File: config.mk
export PLATFORM = sky130hd
export DESIGN_NAME = rate_servo
export DESIGN_NICKNAME = d
export VERILOG_FILES = /design/src/rtl/psv_pkg.sv /design/src/rtl/psv_frac_div.sv /design/src/rtl/psv_pi_loop.sv /design/src/rtl/rate_servo.sv
export SDC_FILE = /design/constraint.sdc
export NUM_CORES = 2
export LEC_CHECK = 0
export ABC_CLOCK_PERIOD_IN_PS = 43800
export BUFFER_PORTS_ARGS = -buffer_cell sky130_fd_sc_hd__buf_2
export CAP_MARGIN = 20
export CELL_PAD_IN_SITES_DETAIL_PLACEMENT = 1
export CELL_PAD_IN_SITES_GLOBAL_PLACEMENT = 2
export CORE_MARGIN = 2
export CORE_UTILIZATION = 41
export CTS_BUF_LIST = sky130_fd_sc_hd__clkbuf_16
export CTS_CLUSTER_SIZE = 16
export DETAILED_ROUTE_END_ITERATION = 8
export GPL_TIMING_DRIVEN = 1
export PLACE_DENSITY = 0.95
export SKIP_CTS_REPAIR_TIMING = 1
export SLEW_MARGIN = 40
export SYNTH_ARGS = -nofsm -noshare
export SYNTH_HDL_FRONTEND = slang
export SYNTH_SLANG_ARGS = --single-unit
File: constraint.sdc
create_clock -name clk -period 43.8 [get_ports clk]
set_clock_uncertainty 0.1 [all_clocks]
set_input_delay 4.38 -clock clk [delete_from_list [all_inputs] [get_ports clk]]
set_output_delay 4.38 -clock clk [all_outputs]
set_load 0.02 [all_outputs]
File: src/rtl/psv_pkg.sv
// Shared definitions for the pointer servo.
// Assumes nothing beyond the 1800-2017 language.
package psv_pkg;
    // State of the sequential fraction divider.
    typedef enum logic {
        DIV_IDLE = 1'b0,
        DIV_RUN  = 1'b1
    } div_state_e;
endpackage

File: src/rtl/psv_frac_div.sv
// Sequential restoring divider that gives num/den as a FRAC_W-bit fraction.
// It handles two short cases in one cycle: with fewer than two samples or
// a zero den it returns 0, and with num >= den it returns the largest
// fraction. Any other start runs for FRAC_W cycles. done pulses once with quo valid.
module psv_frac_div
    import psv_pkg::*;
#(
    parameter int CNT_W  = 32,
    parameter int FRAC_W = 16
) (
    input  logic              clk,
    input  logic              rst_n,
    input  logic              start,
    input  logic              have_two,
    input  logic [CNT_W-1:0]  num,
    input  logic [CNT_W-1:0]  den,
    output logic              busy,
    output logic              done,
    output logic [FRAC_W-1:0] quo
);
    localparam int CW = $clog2(FRAC_W + 1);

    div_state_e       st;
    logic [CNT_W-1:0] rem, den_r, diff;
    logic [CNT_W:0]   rem2;
    logic [CW-1:0]    left;
    logic             fits;

    // Trial subtraction for one quotient bit.
    always_comb begin
        rem2 = {rem, 1'b0};
        fits = (rem2 >= {1'b0, den_r});
        diff = rem2[CNT_W-1:0] - den_r;
    end

    // Division sequencer: the short cases finish at once, others shift FRAC_W bits.
    always_ff @(posedge clk) begin
        if (!rst_n) begin
            st    <= DIV_IDLE;
            done  <= 1'b0;
            quo   <= '0;
            rem   <= '0;
            den_r <= '0;
            left  <= '0;
        end else begin
            done <= 1'b0;
            case (st)
                DIV_IDLE: begin
                    if (start) begin
                        if (!have_two || den == '0) begin
                            quo  <= '0;
                            done <= 1'b1;
                        end else if (num >= den) begin
                            quo  <= '1;
                            done <= 1'b1;
                        end else begin
                            rem   <= num;
                            den_r <= den;
                            quo   <= '0;
                            left  <= CW'(FRAC_W);
                            st    <= DIV_RUN;
                        end
                    end
                end
                DIV_RUN: begin
                    rem  <= fits ? diff : rem2[CNT_W-1:0];
                    quo  <= {quo[FRAC_W-2:0], fits};
                    left <= left - CW'(1);
                    if (left == CW'(1)) begin
                        st   <= DIV_IDLE;
                        done <= 1'b1;
                    end
                end
                default: st <= DIV_IDLE;
            endcase
        end
    end

    assign busy = (st == DIV_RUN);
endmodule

File: src/rtl/psv_pi_loop.sv
// PI correction added to a feedforward stride.
// Gains are arithmetic right shifts. The integrator is clamped to
// +/-limit and advances only on upd. The stride output is combinational
// and clamped to the unsigned STR_W-bit range. Assumes ERR_W < STR_W.
module psv_pi_loop #(
    parameter int ERR_W = 24,
    parameter int STR_W = 32,
    parameter int SH_W  = 5
) (
    input  logic                    clk,
    input  logic                    rst_n,
    input  logic                    upd,
    input  logic signed [ERR_W-1:0] err,
    input  logic [STR_W-1:0]        nominal,
    input  logic [SH_W-1:0]         kp_shift,
    input  logic [SH_W-1:0]         ki_shift,
    input  logic [STR_W-2:0]        limit,
    output logic [STR_W-1:0]        stride_nxt
);
    localparam int W = STR_W + 2;

    logic signed [STR_W-1:0] integ;
    logic signed [W-1:0]     err_x, p_term, i_step, i_sum, lim_p, lim_n, i_sat, s_sum;

    // Proportional term, saturating integral and clamped stride sum.
    always_comb begin
        err_x  = {{(W-ERR_W){err[ERR_W-1]}}, err};
        p_term = err_x >>> kp_shift;
        i_step = err_x >>> ki_shift;
        i_sum  = {{2{integ[STR_W-1]}}, integ} + i_step;
        lim_p  = {3'b000, limit};
        lim_n  = -lim_p;
        if (i_sum > lim_p)      i_sat = lim_p;
        else if (i_sum < lim_n) i_sat = lim_n;
        else                    i_sat = i_sum;
        s_sum = {2'b00, nominal} + p_term + i_sat;
        if (s_sum[W-1])                   stride_nxt = '0;
        else if (s_sum[W-2:STR_W] != '0)  stride_nxt = '1;
        else                              stride_nxt = s_sum[STR_W-1:0];
    end

    // Integrator state: cleared by reset, updated once per servo step.
    always_ff @(posedge clk) begin
        if (!rst_n)   integ <= '0;
        else if (upd) integ <= i_sat[STR_W-1:0];
    end
endmodule

File: src/rtl/rate_servo.sv
// Read-pointer servo for a circular sample buffer.
// It timestamps input samples and output ticks with a free-running counter,
// derives a sub-sample target behind the write index, and steps a Q8.16
// read pointer by a PI-corrected stride. Assumes in_valid and out_tick are
// synchronous to clk and never coincide. Ticks are dropped while a step runs.
module rate_servo
    import psv_pkg::*;
#(
    parameter int ADDR_W = 8,
    parameter int FRAC_W = 16,
    parameter int STR_W  = 32,
    parameter int CNT_W  = 32,
    parameter int SH_W   = 5
) (
    input  logic              clk,
    input  logic              rst_n,
    input  logic              in_valid,
    input  logic              out_tick,
    input  logic [ADDR_W-1:0] delay,
    input  logic [STR_W-1:0]  nominal,
    input  logic [SH_W-1:0]   kp_shift,
    input  logic [SH_W-1:0]   ki_shift,
    input  logic [STR_W-2:0]  int_limit,
    output logic [ADDR_W-1:0] wr_addr,
    output logic [ADDR_W-1:0] rd_addr,
    output logic [FRAC_W-1:0] rd_phase,
    output logic [STR_W-1:0]  stride,
    output logic              rd_valid,
    output logic              slip
);
    localparam int PTR_W = ADDR_W + FRAC_W;

    logic [CNT_W-1:0]        cyc_cnt, t_last, t_prev;
    logic [1:0]              seen;
    logic [ADDR_W-1:0]       wr_ptr, wr_snap, sp_int, gap;
    logic [PTR_W-1:0]        rd_ptr, set_pt, rd_adv;
    logic signed [PTR_W-1:0] err_s;
    logic [STR_W-1:0]        stride_nxt;
    logic [FRAC_W-1:0]       div_quo;
    logic                    div_busy, div_done, accept, slip_c;

    // Free-running timestamp counter.
    always_ff @(posedge clk) begin
        if (!rst_n) cyc_cnt <= '0;
        else        cyc_cnt <= cyc_cnt + CNT_W'(1);
    end

    // Write index and the two most recent input timestamps.
    always_ff @(posedge clk) begin
        if (!rst_n) begin
            wr_ptr <= '0;
            t_last <= '0;
            t_prev <= '0;
            seen   <= '0;
        end else if (in_valid) begin
            wr_ptr <= wr_ptr + ADDR_W'(1);
            t_prev <= t_last;
            t_last <= cyc_cnt;
            seen   <= (seen == 2'd2) ? 2'd2 : seen + 2'd1;
        end
    end

    assign accept = out_tick && !div_busy && !div_done;

    // Capture the write index seen by an accepted tick.
    always_ff @(posedge clk) begin
        if (!rst_n)      wr_snap <= '0;
        else if (accept) wr_snap <= wr_ptr;
    end

    psv_frac_div #(.CNT_W(CNT_W), .FRAC_W(FRAC_W)) u_div (
        .clk      (clk),
        .rst_n    (rst_n),
        .start    (accept),
        .have_two (seen[1]),
        .num      (cyc_cnt - t_last),
        .den      (t_last - t_prev),
        .busy     (div_busy),
        .done     (div_done),
        .quo      (div_quo)
    );

    // Target position, wrap-aware error, advanced pointer and slip test.
    always_comb begin
        sp_int = wr_snap - delay;
        set_pt = {sp_int, div_quo};
        err_s  = set_pt - rd_ptr;
        rd_adv = rd_ptr + stride_nxt[PTR_W-1:0];
        gap    = wr_snap - rd_adv[PTR_W-1:FRAC_W];
        slip_c = (gap == '0) || gap[ADDR_W-1];
    end

    psv_pi_loop #(.ERR_W(PTR_W), .STR_W(STR_W), .SH_W(SH_W)) u_pi (
        .clk        (clk),
        .rst_n      (rst_n),
        .upd        (div_done),
        .err        (err_s),
        .nominal    (nominal),
        .kp_shift   (kp_shift),
        .ki_shift   (ki_shift),
        .limit      (int_limit),
        .stride_nxt (stride_nxt)
    );

    // Read pointer and stride registers, stepped once per finished division.
    always_ff @(posedge clk) begin
        if (!rst_n) begin
            rd_ptr   <= '0;
            stride   <= nominal;
            rd_valid <= 1'b0;
            slip     <= 1'b0;
        end else begin
            rd_valid <= div_done;
            slip     <= div_done && slip_c;
            if (div_done) begin
                stride <= stride_nxt;
                rd_ptr <= slip_c ? set_pt : rd_adv;
            end
        end
    end

    assign wr_addr  = wr_ptr;
    assign rd_addr  = rd_ptr[PTR_W-1:FRAC_W];
    assign rd_phase = rd_ptr[FRAC_W-1:0];
endmodule

==> key figures <==
Status
  • Status: complete, no violations

Placement
  • Routability cong.: 0.9387
  • HPWL Detailed: 75520 um
  • Port Buffer Count: 150

Timing
  • Slew headroom: 43.87%
  • Final setup viols: 0
  • RSZ-0062 raised after global routing: no
  • Fin. max-slew vios: 0
  • Sum Neg Setup Slack: 0 ps
  • Highest clock rate: 41.01 MHz
  • Tmin final: 24390 ps
  • Worst-Margin Slew: 833.1 ps
  • Tcrit/Tclk final: 55.68%
  • Fin. Hold Viols: 0

Yosys
  • Biggest area consumer among synthesized cells: dfxtp_1
  • Synth Register Bits: 291
  • Post-synth ARST share: 0%
  • Syn avg cell area: 7.787 sq um
  • Post-synth EDFFs: 32
  • Synth Flop Type: dfxtp_1
  • Synth Instances: 3724
  • Part of the Yosys area used for sequential elements: 21.19%
  • Synth warn: 0
  • Total nets after synthesis: 4170
  • Synthesized area: 0.02900 sq mm
  • Yosys cell types: 91
  • Synth area leaders: dfxtp_1 (18%), ha_1 (14%), a21oi_1 (5.4%)
  • Top cell type's share of synthesized area: 17.88%

Layout
  • Share of cells above drive strength 1: 8.574%
  • Syn-to-layout area delta: 9.855%
  • Fillers: 8635
  • Reg area: 0.006147 sq mm
  • Nets: 4220
  • Diode count: 0
  • Commonest non-fill, non-tap cells in the layout: nor2_1 (388), inv_1 (349), ha_1 (320), a21oi_1 (315), dfxtp_1 (258)
  • Commonest non-fill, non-tap cell in the layout: nor2_1
  • Area occupied by multi-input gates: 0.02096 sq mm

Clocking
  • Inserted Clock Buffers: 38
  • Clock sink count: 291
  • Clk Latency, worst-skew pair: 590 ps
  • Clock buffer depth: 3
  • Root Driver: clkbuf_16
  • Worst-path clk slew: 60 ps
  • H-Tree Level Count: 2
  • CTS tree: built

Worst setup path
  • Critical Path AT: 24760 ps
  • Critical path required time: 44170 ps
  • Slowest cell on crit path: xor3_1
  • Worst setup SP type: input port
  • CP Class: input port to register
  • Critical-path maximum fanout: 32
  • Critical Path Most Common Cell: a21oi_1
  • Crit-path max cell delay: 660 ps
  • Crit. End Element: register

Flow run
  • # Max-Cap Violations: 0

Drt
  • Via count of the routed design: 27.25k
  • Initial DRT Pass Iterations: 7
  • Routed wire per std cell: 20.47 um
  • 1st-iter DRT viols: 1442
  • Drt total wl: 97080 um
  • Drt drc: 0
  • Via density: 5.746
  • Post-route ant nets: 0

Floorplanning
  • Core area: 0.07003 sq mm
  • I/O pins: 151
  • Die Y: 269.9 um
  • Die footprint: 0.07287 sq mm
  • # rows: 97
  • Starting density of the core: 41.41%
  • Die Span X: 269.9 um

Min path
  • HP Class: register to register

GRT
  • Initial antenna violation count: 3
  • Pin count of the biggest net entering global routing: 98
  • GRT overflow: 0
  • Vias in the first global route: 27.58k
  • Gr usage total: 25.88%
  • Global-route wire length before repair: 153600 um
metal layers:
| metal | global-route usage [%] | share of wire (%) | vias to the layer above |
|---|---|---|---|
| li1 | - | - | 13290 |
| met1 | 32.88 | 45 | 13240 |
| met2 | 44.30 | 47 | 538 |
| met3 | 3.112 | 4.0 | 178 |
| met4 | 10.61 | 4.3 | 4 |
| met5 | 0 | 0.029 | - |
synth_stat cells, drive strengths merged (9+ instances only):
cell type / instances
ha: 320
or2: 21
o21a: 58
a21oi: 317
buf: 28
fa: 41
a211oi: 54
o31ai: 15
inv: 349
and4: 12
dfxtp: 259
and3: 23
o22ai: 14
nand2: 247
o21bai: 28
clkbuf: 132
a21o: 124
nor2: 391
nor3b: 9
o221ai: 11
nor3: 48
xor2: 107
a221o: 32
nand2b: 44
xnor2: 151
and2: 23
a31oi: 38
nor4: 18
mux2: 30
or3: 17
nor2b: 46
edfxtp: 32
o211ai: 35
a21boi: 31
o21ai: 242
nand3: 65
mux2i: 145
nand4: 52
a22o: 16
cell families (layout without fill, tap and decap cells):
family	count (synthesis)	count (layout)	share of synthesized area, %
xor gates and xnor gates	261	261	8.039
DFF	291	291	21.19
and+or+nand+nor	1030	1030	16.66
AOI/OAI and AO/OA	1090	1090	24.18
muxes	179	179	6.481
buffers and inverters	512	590	6.813
adders and majority gates	361	361	16.64
worst paths after layout:
check                                startpoint              end  slack (ps)  cells after the start
worst max-delay path                   delay[1]        rd_ptr[9]       19410                     81
worst min register to register  u_div.den_r[16]  u_div.den_r[16]         360                      2
worst min-delay path            u_div.den_r[16]  u_div.den_r[16]         360                      2
worst max register to register       wr_snap[1]        rd_ptr[9]       22950                     79
cell type report:
type / count / share of cell area, %
Timing Repair Buffer: 170 / 2.907
Sequential cell: 291 / 19.30
Inverter: 352 / 4.175
Tap cell: 940 / 3.692
Multi-Input combinational cell: 2921 / 65.80
Clock buffer: 39 / 3.064
Clock inverter: 29 / 1.068
critical path: cells and delay by family:
kind	cells	cell delay, ps
AOI/OAI and AO/OA	44	10450
adders and majority gates	9	3110
and+or+nand+nor	14	3010
buffers and inverters	7	1750
xor gates and xnor gates	7	2000
through the flow:
step | hold slack, ps | setup WS [ps] | utilization [%] | area (sq um) | instances
6_report | 359.4 | 19410 | 45.49 | 31860 | 4742
4_1_cts | 358.8 | 19450 | 45.44 | 31820 | 4741
3_5_place_dp | 348.7 | 18980 | 43.56 | 30500 | 4673
2_1_floorplan | 336.3 | 23030 | - | 29000 | 3724
3_3_place_gp | 343.1 | 19650 | 43.54 | 30490 | 4673
5_1_grt | 378.7 | 17980 | 45.49 | 31860 | 4742
flip-flops by register name (all words and copies together), names as in the netlist:
name         cells
rd_ptr          24
cyc_cnt         32
t_prev          32
slip             1
u_div.quo       16
rd_valid         1
u_div.busy       1
stride          32
wr_snap          8
u_div.done       1
u_div.left       5
u_div.den_r     32
u_div.rem       32
wr_addr          8
u_pi.integ      32
seen             2
t_last          32
Power is left out: the tool's default activity adds up to more than one toggle a clock period on the data nets, which glitch-free logic cannot reach.
